File: src/rtl/phl_pkg.sv
package phl_pkg;

    localparam int LEN_W         = 9;
    localparam int CFG_W         = 4;
    localparam int OFF_MAX       = 12;
    localparam int OCT_BITS      = 8;
    localparam int HDR_MAX_OCT   = 2;
    localparam int FRAME_MAX_OCT = 511;
    localparam int POS_W = $clog2(HDR_MAX_OCT * OCT_BITS + FRAME_MAX_OCT * OCT_BITS + 1);

    typedef logic [LEN_W-1:0] len_t;
    typedef logic [POS_W-1:0] pos_t;
    typedef logic [CFG_W-1:0] cfgf_t;

    typedef struct packed {
        logic  two_oct;
        cfgf_t offset;
        cfgf_t width;
        logic  msb_first;
    } fld_cfg_t;

    typedef struct packed {
        logic ok;
        pos_t first;
        pos_t last;
        pos_t hdr_last;
    } fld_win_t;

    function automatic pos_t hdr_bits(input logic two);
        return two ? pos_t'(2 * OCT_BITS) : pos_t'(OCT_BITS);
    endfunction

    function automatic fld_win_t field_window(input fld_cfg_t c);
        fld_win_t w;
        pos_t     hb;
        hb         = hdr_bits(c.two_oct);
        w.first    = pos_t'(c.offset);
        w.last     = pos_t'(c.offset) + pos_t'(c.width) - pos_t'(1);
        w.hdr_last = hb - pos_t'(1);
        w.ok       = (c.width != '0) && (int'(c.width) <= LEN_W)
                  && (int'(c.offset) <= OFF_MAX)
                  && ((pos_t'(c.offset) + pos_t'(c.width)) <= hb);
        return w;
    endfunction

    function automatic pos_t span_last(input pos_t hdr_last, input len_t len);
        return hdr_last + pos_t'(len) * pos_t'(OCT_BITS);
    endfunction

endpackage

File: src/rtl/phl_field_capture.sv
module phl_field_capture
    import phl_pkg::*;
(
    input  logic     clk,
    input  logic     rst,
    input  logic     take,
    input  logic     bit_in,
    input  pos_t     pos,
    input  fld_win_t win,
    input  logic     msb_first,
    output logic     last_now,
    output len_t     len_now,
    output len_t     len_q,
    output logic     len_vld
);

    logic in_field;
    len_t base;
    pos_t k;

    always_comb begin
        in_field = take && win.ok && (pos >= win.first) && (pos <= win.last);
        last_now = in_field && (pos == win.last);
        base     = (pos == win.first) ? '0 : len_q;
        k        = pos - win.first;
        if (msb_first)
            len_now = {base[LEN_W-2:0], bit_in};
        else
            len_now = base | (len_t'(bit_in) << k);
    end

    always_ff @(posedge clk) begin
        if (rst) begin
            len_q   <= '0;
            len_vld <= 1'b0;
        end else begin
            len_vld <= last_now;
            if (in_field)
                len_q <= len_now;
        end
    end

endmodule

File: src/rtl/phl_frame_tracker.sv
module phl_frame_tracker
    import phl_pkg::*;
#(
    parameter int MAX_FRAME_OCT = FRAME_MAX_OCT
)(
    input  logic     clk,
    input  logic     rst,
    input  logic     start,
    input  logic     bit_vld,
    input  logic     bit_in,
    input  fld_win_t win,
    input  logic     two_oct,
    input  logic     field_last,
    input  len_t     len_now,
    output pos_t     pos_eff,
    output logic     take,
    output logic     crc_vld,
    output logic     crc_bit,
    output logic     frame_end,
    output logic     oversize
);

    localparam int HDR_OCT_1 = 1;
    localparam int HDR_OCT_2 = HDR_MAX_OCT;

    logic active_q, have_q, abort_q;
    pos_t pos_q, end_q;

    logic active_eff, have_now, abort_now, over_now, live;
    logic covered, last_bit, stop;
    pos_t end_now;

    always_comb begin
        active_eff = start | active_q;
        pos_eff    = start ? '0 : pos_q;
        take       = bit_vld && active_eff;
        over_now   = field_last &&
                     ((int'(len_now) + (two_oct ? HDR_OCT_2 : HDR_OCT_1)) > MAX_FRAME_OCT);
        have_now   = (!start && have_q) || field_last;
        abort_now  = (!start && abort_q) || over_now;
        end_now    = field_last ? span_last(win.hdr_last, len_now) : end_q;
        live       = have_now && !abort_now;
        covered    = take && ((pos_eff <= win.hdr_last) || (live && (pos_eff <= end_now)));
        last_bit   = take && live && (pos_eff == end_now);
        stop       = last_bit || (take && !live && (pos_eff == win.hdr_last));
    end

    always_ff @(posedge clk) begin
        if (rst) begin
            active_q  <= 1'b0;
            have_q    <= 1'b0;
            abort_q   <= 1'b0;
            pos_q     <= '0;
            end_q     <= '0;
            crc_vld   <= 1'b0;
            crc_bit   <= 1'b0;
            frame_end <= 1'b0;
            oversize  <= 1'b0;
        end else begin
            active_q  <= active_eff && !stop;
            pos_q     <= take ? pos_eff + pos_t'(1) : pos_eff;
            have_q    <= have_now;
            abort_q   <= abort_now;
            end_q     <= end_now;
            crc_vld   <= covered;
            crc_bit   <= bit_in;
            frame_end <= last_bit;
            oversize  <= over_now;
        end
    end

endmodule

File: src/rtl/phl_tx_hdr_gen.sv
module phl_tx_hdr_gen
    import phl_pkg::*;
(
    input  logic                clk,
    input  logic                rst,
    input  logic                tx_start,
    input  logic                auto_en,
    input  logic [OCT_BITS-1:0] hdr_len,
    input  logic                step,
    input  logic                buf_bit,
    output logic                bit_out,
    output logic                buf_pop
);

    localparam int CNT_W = $clog2(OCT_BITS + 1);

    logic [CNT_W-1:0]    cnt_q;
    logic [OCT_BITS-1:0] sh_q;
    logic                hdr_act;

    always_comb begin
        hdr_act = (cnt_q != '0);
        bit_out = hdr_act ? sh_q[0] : buf_bit;
        buf_pop = step && !tx_start && !hdr_act;
    end

    always_ff @(posedge clk) begin
        if (rst) begin
            cnt_q <= '0;
            sh_q  <= '0;
        end else if (tx_start) begin
            cnt_q <= auto_en ? CNT_W'(OCT_BITS) : '0;
            sh_q  <= hdr_len;
        end else if (step && hdr_act) begin
            cnt_q <= cnt_q - CNT_W'(1);
            sh_q  <= sh_q >> 1;
        end
    end

endmodule

File: src/rtl/phl_hdr_extract.sv
module phl_hdr_extract
    import phl_pkg::*;
#(
    parameter int MAX_FRAME_OCT = FRAME_MAX_OCT
)(
    input  logic             clk,
    input  logic             rst,
    input  logic             rx_start,
    input  logic             rx_valid,
    input  logic             rx_bit,
    input  logic             cfg_two_octet,
    input  logic [CFG_W-1:0] cfg_len_offset,
    input  logic [CFG_W-1:0] cfg_len_width,
    input  logic             cfg_len_msb_first,
    output logic             len_valid,
    output logic [LEN_W-1:0] len_value,
    output logic             cfg_error,
    output logic             oversize_error,
    output logic             crc_valid,
    output logic             crc_bit,
    output logic             frame_end,
    input  logic             tx_start,
    input  logic             tx_auto_hdr,
    input  logic [7:0]       tx_len,
    input  logic             tx_step,
    input  logic             tx_buf_bit,
    output logic             tx_bit,
    output logic             tx_buf_pop
);

    fld_cfg_t cfg;
    fld_win_t win;
    pos_t     pos_eff;
    logic     take, field_last;
    len_t     len_now;

    always_comb begin
        cfg.two_oct   = cfg_two_octet;
        cfg.offset    = cfg_len_offset;
        cfg.width     = cfg_len_width;
        cfg.msb_first = cfg_len_msb_first;
        win           = field_window(cfg);
        cfg_error     = !win.ok;
    end

    phl_field_capture u_cap (
        .clk       (clk),
        .rst       (rst),
        .take      (take),
        .bit_in    (rx_bit),
        .pos       (pos_eff),
        .win       (win),
        .msb_first (cfg_len_msb_first),
        .last_now  (field_last),
        .len_now   (len_now),
        .len_q     (len_value),
        .len_vld   (len_valid)
    );

    phl_frame_tracker #(.MAX_FRAME_OCT(MAX_FRAME_OCT)) u_trk (
        .clk        (clk),
        .rst        (rst),
        .start      (rx_start),
        .bit_vld    (rx_valid),
        .bit_in     (rx_bit),
        .win        (win),
        .two_oct    (cfg_two_octet),
        .field_last (field_last),
        .len_now    (len_now),
        .pos_eff    (pos_eff),
        .take       (take),
        .crc_vld    (crc_valid),
        .crc_bit    (crc_bit),
        .frame_end  (frame_end),
        .oversize   (oversize_error)
    );

    phl_tx_hdr_gen u_tx (
        .clk      (clk),
        .rst      (rst),
        .tx_start (tx_start),
        .auto_en  (tx_auto_hdr),
        .hdr_len  (tx_len),
        .step     (tx_step),
        .buf_bit  (tx_buf_bit),
        .bit_out  (tx_bit),
        .buf_pop  (tx_buf_pop)
    );

endmodule

File: config.mk
export PLATFORM = sky130hd
export DESIGN_NAME = phl_hdr_extract
export DESIGN_NICKNAME = d
export VERILOG_FILES = /design/src/rtl/phl_pkg.sv /design/src/rtl/phl_field_capture.sv /design/src/rtl/phl_frame_tracker.sv /design/src/rtl/phl_tx_hdr_gen.sv /design/src/rtl/phl_hdr_extract.sv
export SDC_FILE = /design/constraint.sdc
export NUM_CORES = 1
export LEC_CHECK = 0
export ABC_AREA = 0
export BUFFER_PORTS_ARGS = -buffer_cell sky130_fd_sc_hd__buf_2
export CORE_MARGIN = 2
export CORE_UTILIZATION = 60
export CTS_CLUSTER_SIZE = 40
export DETAILED_ROUTE_END_ITERATION = 16
export PLACE_DENSITY = 0.9
export SLEW_MARGIN = 5
export SYNTH_ARGS = -nofsm -noshare
export SYNTH_HDL_FRONTEND = slang
export SYNTH_SLANG_ARGS = --single-unit
File: constraint.sdc
create_clock -name clk -period 16.3 [get_ports clk]
set_input_delay 1.63 -clock clk [delete_from_list [all_inputs] [get_ports clk]]
set_output_delay 1.63 -clock clk [all_outputs]
set_load 0.02 [all_outputs]
# == After elaboration in Yosys (flattened, before gate mapping) ==
# Cells that the tools add are included.
# totals
reg_bits,55
latchBits,0
ramBits,0
romBits,0
in_bits,27
out_inout_bits,17
word_cells,85
mem_count,0
# classes
n_addsub,8
multipliers,0
div,0
magnitude_cmp,8
eq_ne,4
n_shift,1
muxes,13
bitwise,2
n_reduce_logical,36
# op_table
op,count
$eq A13 B13 Y1,3
$le A13 B13 Y1,3
$mux W13,3
$add A10 B32 Y32,1
$gt A32 B10 Y1 const B,1
$logic_and A1 B1 Y1,22
$mux W9,2
$mux W8,2
$add A13 B1 Y13 const B,1
$add A13 B12 Y13,1
$eq A13 B4 Y1,1
$ge A13 B4 Y1,1
$shl A1 B13 Y9,1
$sub A13 B1 Y13 const B,1
$sub A13 B4 Y13,1
$mux W4,3
$or A9 B9 Y9,1
$le A4 B4 Y1 const B,2
$reduce_bool A4 Y1,2
$logic_not A1 Y1,7
$sub A5 B1 Y6 const B,1
$add A4 B4 Y5,1
$le A5 B5 Y1,1
$mux W5,1
6 further kinds,9

# == Logic depth before layout (Yosys ltp) ==
# Gate-level depths: netlist of run 1.
# depth
depth_word,18
ltp_mapped,28
ltp_nobuf,26

# == By module ==
# From an unflattened synthesis of run 1, not the netlist that was laid out.
# unflattened
cells_unflattened,681
area_unflattened_um2,5422.7
# modules_own_cells
module,instances,cells_each,area_each_um2
phl_frame_tracker,1,295,2497.4
phl_field_capture,1,255,1838.0
phl_tx_hdr_gen,1,78,653.1
phl_hdr_extract,1,53,434.2

# == Worst setup path before layout of run 1 ==
# No wires, ideal clock.
# synth_path
path_type,input port to flip-flop
startpoint,in rx_start
endpoint,reg u_trk.crc_vld
setup_ns,0.058
t_arrival_ns,6.442
required_time_ns,16.242
slack_ns,9.801
stages,27
n_path_buf,2
path_cell_list,buf_2 > buf_4 > nand2b_1 > ha_1 > inv_1 > fa_1 > o21ai_0 > a211oi_1 > a2111oi_4 > o2111ai_4 > nor3_1 > a21oi_1 > o21ai_0 > ha_1 > ha_1 > xor2_1 > mux2i_1 > ha_1 > a21o_1 > a21o_1 > a21oi_1 > o21ai_0 > a21o_1 > a21oi_1 > o211ai_1 > a21oi_1 > o21a_1
# synth_via
elab_chain_len,14
# synth_lines
item,line_no,text
start: declaration,phl_hdr_extract.sv:8,"input logic rx_start,"
$mux W13 *,phl_frame_tracker.sv:35,pos_eff = start ? '0 : pos_q;
$sub A13 B4 Y13 or $eq A13 B4 Y1 (tied branches),"phl_field_capture.sv:25, phl_field_capture.sv:24",
$shl A1 B13 Y9 or $mux W9 (tied branches),"phl_field_capture.sv:29, phl_field_capture.sv:24",
$or A9 B9 Y9 *,phl_field_capture.sv:29,len_now = base | (len_t'(bit_in) << k);
$mux W9 *,phl_field_capture.sv:26,if (msb_first)
via len_now[0],phl_hdr_extract.sv:35,len_t len_now;
$add A10 B32 Y32,phl_frame_tracker.sv:38,((int'(len_now) + (two_oct ? HDR_OCT_2 : HDR_OCT_1)) > MAX_FRAME_OCT);
$gt A32 B10 Y1,phl_frame_tracker.sv:38,
$logic_and A1 B1 Y1,phl_frame_tracker.sv:37,over_now = field_last &&
$logic_or A1 B1 Y1,phl_frame_tracker.sv:40,abort_now = (!start && abort_q) || over_now;
$logic_not A1 Y1,phl_frame_tracker.sv:42,live = have_now && !abort_now;
$logic_and A1 B1 Y1,phl_frame_tracker.sv:42,
$logic_and A1 B1 Y1 *,phl_frame_tracker.sv:43,covered = take && ((pos_eff <= win.hdr_last) || (live && (pos_eff <= end_now)));
$logic_or A1 B1 Y1 *,phl_frame_tracker.sv:43,
$logic_and A1 B1 Y1 *,phl_frame_tracker.sv:43,
end signal: assignment,phl_frame_tracker.sv:65,crc_vld <= covered;
end: declaration,phl_frame_tracker.sv:17,"output logic crc_vld,"
# Mark *: on every way through the listed nets, which the timed path passes. The rest lies on a longest branch.
# A chain may end at the register's enable or synchronous reset.

# == Worst setup path after layout of run 1 ==
# Same ends and word-level chain as after synthesis.

==> metrics, run 1 <==
Synth Cell Area=4510 um^2; antenna cells=0; post-synthesis sequential area ratio=24.4%; clock share of power=28.4%; Initial Utilization=62.2%; Rel. slew slack=32.4%; Max Used Layer=met4; most common cell after layout, fill and taps aside=nor2_1; most used cell, CP=a21oi_1; final setup fails=0; Synth Area in XOR/XNOR=5.82%; vias per inst=6.26; Synth Area in Simple Gates=23.2%; first-pass GRT wire length=18300 um; Clk Latency, worst-skew pair=0.32 ns; Post-Synth Adder-Cell Area=13.4%; core area=7250 um^2; met2 WL=5310 um; stages on the worst setup path=26; CP max FO=26; postcts setup bufs=0; Post-synth EDFFs=0; top-area cell type share of the netlist area=24.4%; Comb pwr share=21.2%; most frequent cells in the layout=nor2_1, dfxtp_1, buf_2; leak pwr=0.00217 uW; number of synthesis warnings=0; main area contributors after synthesis=dfxtp_1, ha_1, mux2i_1; Max Buffers Root-to-Sink=2; via count=4063; vias in the first global route=3898; share of cells above drive strength 1=17.1%; post-DP HPWL=8380 um; port buffer count=43; Crit-path slowest cell=fa_1; ratio of final minimum period to clock period=43.3%; IO Pins=44; remaining antenna violation count=0; clk sinks=55; skew final=0.0151 ns; #FFs+latches synth=55; TritonCTS clock tree=built; Hold Vio Cnt, Final=0; f_max=0.142 GHz; die area=8230 um^2; die height=90.7 um; status=finished, final reports clean; Worst Max-Slew Pin Slew=1.01 ns; Worst setup EP type=register; Top FF cell, synth=dfxtp_1; worst hold path cell count=2; Die W=90.7 um; Total GRT Usage=26.8%; post-route minimum period=7.05 ns; NetSw=84.0 uW; routed wl met3=659 um; Max Slew Vio Count=0; RSZ-0062 raised after global routing=false; number of buffers created by CTS=5; post-synthesis mux area share=6.26%; MaxCap Viol Count=0; Int Pwr=189 uW; kind of critical path=primary input to register; crit path DAT=7.31 ns; pwr/cell area=57.1 nW/um^2; Synth area leader=dfxtp_1; Largest stage delay, worst path=0.44 ns; Area growth syn-to-layout=5.93%; pin count of the biggest net entering global routing=55; Gate Count Post-Synth=524; Worst Hold Slack=0.511 ns; cts hold-fix bufs=0; Hold Crit Class=register to register; Top delay family on crit path=compound AO/OA/AOI/OAI gates; CTS root buf=clkbuf_8; CP Launch Type=primary input; R2R depth=24; Row Count=31; antenna violations before repair=0; final net count=621; post-CTS sizing=0; Avg Inst Size Synth=8.62 um^2; GPL Wtd Cong=0.946; GRT overflow=0; setup TNS=0 ns; sequential power share=50.4%; compound-cell area share of the yosys netlist=21.2%; DRC viols=0; total power=273 uW; largest family of logic cells by synthesized area=simple AND/OR/NAND/NOR gates; 1st-pass router iterations=7; Distinct cells, synth=79; VDD IR max=0.0304 mV; Crit path required time=16.56 ns; final wirelength=10900 um; Syn Nets=595; ys async rst share=0%; htree depth=2; Sw Share=30.8%; WL met1=4700 um; clock transition time at the flip-flop clock pins of the worst setup and hold paths=0.10 ns; DR iter-0 viols=272; Avg WL per Cell=16.8 um; Crit path buffers/inverters=2
final cells by class:
type,instances,area (um^2)
tap,99,124
fill,604,2470
timing repair buffer,44,223
inverter,24,90.1
multi-input combinational,420,3160
clock inverter,2,16.3
clock buffer,5,68.8
sequential,55,1100
power groups by stage:
stage	Combinational (uW)	Sequential [uW]	Clock (uW)
final	57.8	138	77.6
after global routing	63.8	138	84.4
after CTS	56.9	138	79.9
after detailed placement	56.8	141	0
after global placement	53.8	141	0
after floorplan	42.8	141	0
flip-flops by register name (all words and copies together), names as in the netlist:
name             cells
u_trk.crc_bit        1
u_cap.len_q          9
u_trk.abort_q        1
u_cap.len_vld        1
u_trk.end_q         13
u_trk.crc_vld        1
u_trk.have_q         1
u_trk.frame_end      1
u_trk.pos_q         13
u_tx.cnt_q           4
u_tx.sh_q            8
u_trk.oversize       1
u_trk.active_q       1
Yosys cell counts, types with 10 or more instances:
library cell and instances:
a21o_1 13, nor3_1 18, dfxtp_1 55, nand2b_1 10, inv_1 23, xnor2_1 19, mux2i_1 26, nor2_1 67
clkbuf_1 11, nor2b_1 20, nand3_1 11, nand4_1 11, ha_1 42, a21oi_1 38, o21ai_0 14, nand2_1 18
metal layers:
metal  track usage, %  vias up
met3             3.09       25
met4             7.82        0
met5                0        -
li1                 -     1931
met2             46.0      169
met1             35.4     1938
logic make-up (layout without fill, tap and decap cells):
group / after synthesis / after routing
buffers and inverters: 49 / 75
multiplexers: 28 / 28
AO/OA/AOI/OAI: 116 / 116
XOR/XNOR: 28 / 28
adder cells (fa/ha/maj): 48 / 48
flip-flops: 55 / 55
AND/OR/NAND/NOR: 200 / 200
worst paths after layout:
kind / startpoint / to / slack, ns
hold reg to reg: u_trk.end_q[1]$_SDFF_PP0_ / u_trk.end_q[1]$_SDFF_PP0_ / 0.51
hold / removal: u_trk.end_q[1]$_SDFF_PP0_ / u_trk.end_q[1]$_SDFF_PP0_ / 0.51
setup / recovery: rx_start / u_trk.crc_vld$_SDFF_PP0_ / 9.25
setup reg to reg: u_trk.pos_q[1]$_SDFF_PP0_ / u_trk.crc_vld$_SDFF_PP0_ / 10.63
worst reg2reg max path, stage by stage, from the launching register on:
cell and delay, ns:
dfxtp_1 0.33, nor2b_1 0.45, ha_1 0.36, and2b_1 0.25
o22ai_4 0.16, a31oi_1 0.17, a2111oi_4 0.40, o2111ai_4 0.34
nor3_1 0.31, a21oi_1 0.07, o21ai_0 0.32, ha_1 0.29
nand3_1 0.12, xnor2_1 0.26, mux2i_1 0.14, ha_1 0.35
a21o_1 0.16, a21o_1 0.16, a21oi_1 0.12, o21ai_0 0.10
a21o_1 0.18, a21oi_1 0.19, o211ai_1 0.12, a21oi_1 0.15
o21a_1 0.12
per-stage QoR:
stage	setup WS, ns	utilization [%]	instances	cell area (um^2)
2_1_floorplan	9.80	-	524	4510
3_3_place_gp	9.34	64.8	642	4700
3_5_place_dp	9.08	64.8	642	4700
4_1_cts	9.38	65.9	649	4780
5_1_grt	8.91	65.9	649	4780
6_report	9.25	65.9	649	4780
Power figures use the tool's default switching activity.
==> inputs of run 2 (changes only) <==
--- a/config.mk
+++ b/config.mk
@@ -5,7 +5,7 @@
 export SDC_FILE = /design/constraint.sdc
 export NUM_CORES = 1
 export LEC_CHECK = 0
-export ABC_AREA = 0
+export ABC_AREA = 1
 export BUFFER_PORTS_ARGS = -buffer_cell sky130_fd_sc_hd__buf_2
 export CORE_MARGIN = 2
 export CORE_UTILIZATION = 60
==> constraint.sdc (replaced) <==
create_clock -name clk -period 6.6 [get_ports clk]
set_input_delay 0.66 -clock clk [delete_from_list [all_inputs] [get_ports clk]]
set_output_delay 0.66 -clock clk [all_outputs]
set_load 0.02 [all_outputs]
==> metrics, run 2 <==
pin count of the biggest net entering global routing=37 (was 55); GRT overflow=0 (unchanged); Total GRT Usage=29.1% (was 26.8%); top-area cell type share of the netlist area=26.1% (was 24.4%); setup TNS=0 ns (unchanged); clk sinks=55 (unchanged); compound-cell area share of the yosys netlist=14.6% (was 21.2%); Max Slew Vio Count=0 (unchanged); Hold Vio Cnt, Final=0 (unchanged); Synth Cell Area=4220 um^2 (was 4510 um^2); r2r setup slk=1.37 ns (was 10.63 ns); pwr/cell area=161 nW/um^2 (was 57.1 nW/um^2); skew final=0.00989 ns (was 0.0151 ns); Max Buffers Root-to-Sink=2 (unchanged); DP Cell Count=763 (was 642); antenna violations before repair=0 (unchanged); final wirelength=11000 um (was 10900 um); most common cell after layout, fill and taps aside=nand2_1 (was nor2_1); CP max FO=13 (was 26); Area growth syn-to-layout=9.58% (was 5.93%); Post-Synth Adder-Cell Area=13.4% (about the same); DR iter-0 viols=453 (was 272); Non-Filler Instances=771 (was 649); vias in the first global route=3904 (was 3898); post-synthesis sequential area ratio=26.1% (was 24.4%); final worst slack=1.09 ns (was 9.25 ns); core area=6790 um^2 (was 7250 um^2); most used cell, CP=nand2_1 (was a21oi_1); Gate Count Post-Synth=635 (was 524); VDD IR max=0.139 mV (was 0.0304 mV); Synth area leader=dfxtp_1 (unchanged); Die W=87.9 um (was 90.7 um); crit path DAT=5.75 ns (was 7.31 ns); Crit-path slowest cell=fa_1 (unchanged); vias per inst=5.63 (was 6.26); largest registers=u_trk.end_q x13, u_trk.pos_q x13, u_cap.len_q x9 (unchanged); Hold Crit Class=register to register (unchanged); Clk Latency, worst-skew pair=0.31 ns (was 0.32 ns); count leader, synth=nand2_1 (was nor2_1); CTS root buf=clkbuf_8 (unchanged); post-synthesis mux area share=0.237% (was 6.26%); first-pass GRT wire length=17900 um (was 18300 um); kind of critical path=primary input to register (unchanged); status=finished, final reports clean (unchanged); leak pwr=0.00237 uW (was 0.00217 uW); port buffer count=43 (unchanged); worst slack, placed=0.856 ns (was 9.08 ns); number of buffers created by CTS=5 (unchanged); Initial Utilization=62.1% (was 62.2%); Rel. slew slack=27.4% (was 32.4%); f_max=0.182 GHz; most frequent cells in the layout=nand2_1, inv_1, nor2_1 (was nor2_1, dfxtp_1, buf_2); final net count=745 (was 621); Worst Max-Slew Pin Slew=1.08 ns (was 1.01 ns); die area=7720 um^2 (was 8230 um^2); htree depth=2 (unchanged); DRC viols=0 (unchanged); antenna cells=0 (unchanged); die height=87.9 um (was 90.7 um); remaining antenna violation count=0 (unchanged); post-CTS sizing=0 (unchanged); IO Pins=44 (unchanged); clock transition time at the flip-flop clock pins of the worst setup and hold paths=0.10 ns (about the same); share of cells above drive strength 1=14.7% (was 17.1%); Synth Area in Simple Gates=35.2% (was 23.2%); MaxCap Viol Count=0 (unchanged); Post-synth EDFFs=0 (unchanged); cts hold-fix bufs=0 (unchanged); Worst setup EP type=register (unchanged); Row Count=30 (was 31); ratio of final minimum period to clock period=83.5%; Top FF cell, synth=dfxtp_1 (unchanged); Largest stage delay, worst path=0.40 ns (was 0.44 ns); ys async rst share=0% (unchanged); largest family of logic cells by synthesized area=simple AND/OR/NAND/NOR gates (unchanged); via count=4338 (was 4063); Crit path required time=6.84 ns (was 16.56 ns); CP Launch Type=primary input (unchanged); post-DP HPWL=8590 um (was 8380 um); post-route minimum period=5.51 ns; Post-synth top cells=nand2_1, inv_1, nor2_1, dfxtp_1 (was nor2_1, dfxtp_1, ha_1, a21oi_1, mux2i_1); #FFs+latches synth=55 (unchanged); TritonCTS clock tree=built (unchanged); Distinct cells, synth=49 (was 79); RSZ-0062 raised after global routing=false (unchanged); Avg WL per Cell=14.3 um (was 16.8 um); Avg Inst Size Synth=6.65 um^2 (was 8.62 um^2); GPL Wtd Cong=1.06 (was 0.946); main area contributors after synthesis=dfxtp_1, ha_1, nand2_1 (was dfxtp_1, ha_1, mux2i_1); 1st-pass router iterations=5 (was 7); Synth Area in XOR/XNOR=0.830% (was 5.82%); postcts setup bufs=0 (unchanged); final setup fails=0 (unchanged); Syn Nets=706 (was 595); number of synthesis warnings=0 (unchanged)
run 2: cell types whose count changed in the layout (fill, tap and decap cells not counted), moves of 7 or more:
cell and delta:
xnor2_1 -18, and3_1 -8, nand3_1 +27, nand2_2 +8, inv_1 +63, nand4_1 +7, a21o_1 -11, nor2b_1 -20
nor2_2 +9, mux2i_1 -25, nand2_1 +122, o21ai_0 +15, nand2b_1 -10
run 2: worst paths after layout:
path              depth (start not counted)                    endpoint                  startpoint
setup / recovery                         34    u_trk.crc_vld$_SDFF_PP0_                    rx_start
hold / removal                            1  u_tx.cnt_q[0]$_SDFFE_PP0P_  u_tx.cnt_q[0]$_SDFFE_PP0P_
setup reg to reg                         34    u_trk.crc_vld$_SDFF_PP0_   u_trk.pos_q[0]$_SDFF_PP0_
hold reg to reg                           1  u_tx.cnt_q[0]$_SDFFE_PP0P_  u_tx.cnt_q[0]$_SDFFE_PP0P_
run 2: area by class of cell:
cell class	count	area, um^2
repair buffers	44	223
multi-input cells	474	2710
clock inverters	2	35.0
clock buffers	6	82.6
fillers	559	2170
flip-flops and latches	55	1100
well taps	96	120
inverters	94	353
run 2: kinds of logic after synthesis:
logic type | count (synthesis)
fa+ha+maj | 44
compound gates | 107
xor+xnor | 4
flops | 55
simple gates | 318
mux | 1
buf+inv | 106
run 2: layer usage:
layer	vias up	GRT usage [%]	part of all wire, %
li1	2156	-	-
met1	1948	37.6	42
met2	205	52.0	49
met3	29	3.30	7.2
met4	0	6.57	2.2
met5	-	0	0
run 2: power breakdown:
part / internal [uW] / leakage, uW / switching [uW]
clock network: 123 / 0.0000612 / 113
logic: 55.2 / 0.00186 / 107
registers: 339 / 0.000446 / 4.39
total: 518 / 0.00237 / 225
run 2: critical path, delay by kind of cell:
family / cells / cell delay (ns)
AOI/OAI and AO/OA: 7 / 1.31
xor gates and xnor gates: 1 / 0.19
adders and majority gates: 5 / 1.27
buffers and inverters: 3 / 0.50
and+or+nand+nor: 18 / 1.81
run 2: metrics by stage:
step / hold WS, ns / cell area [um^2] / power, uW / utilization, %
floorplan: 0.423 / 4220 / 468 / -
global placement: 0.442 / 4510 / 503 / 66.3
detailed placement: 0.445 / 4510 / 510 / 66.3
CTS: 0.460 / 4620 / 739 / 68.1
global route: 0.509 / 4620 / 782 / 68.1
finish: 0.459 / 4620 / 743 / 68.1
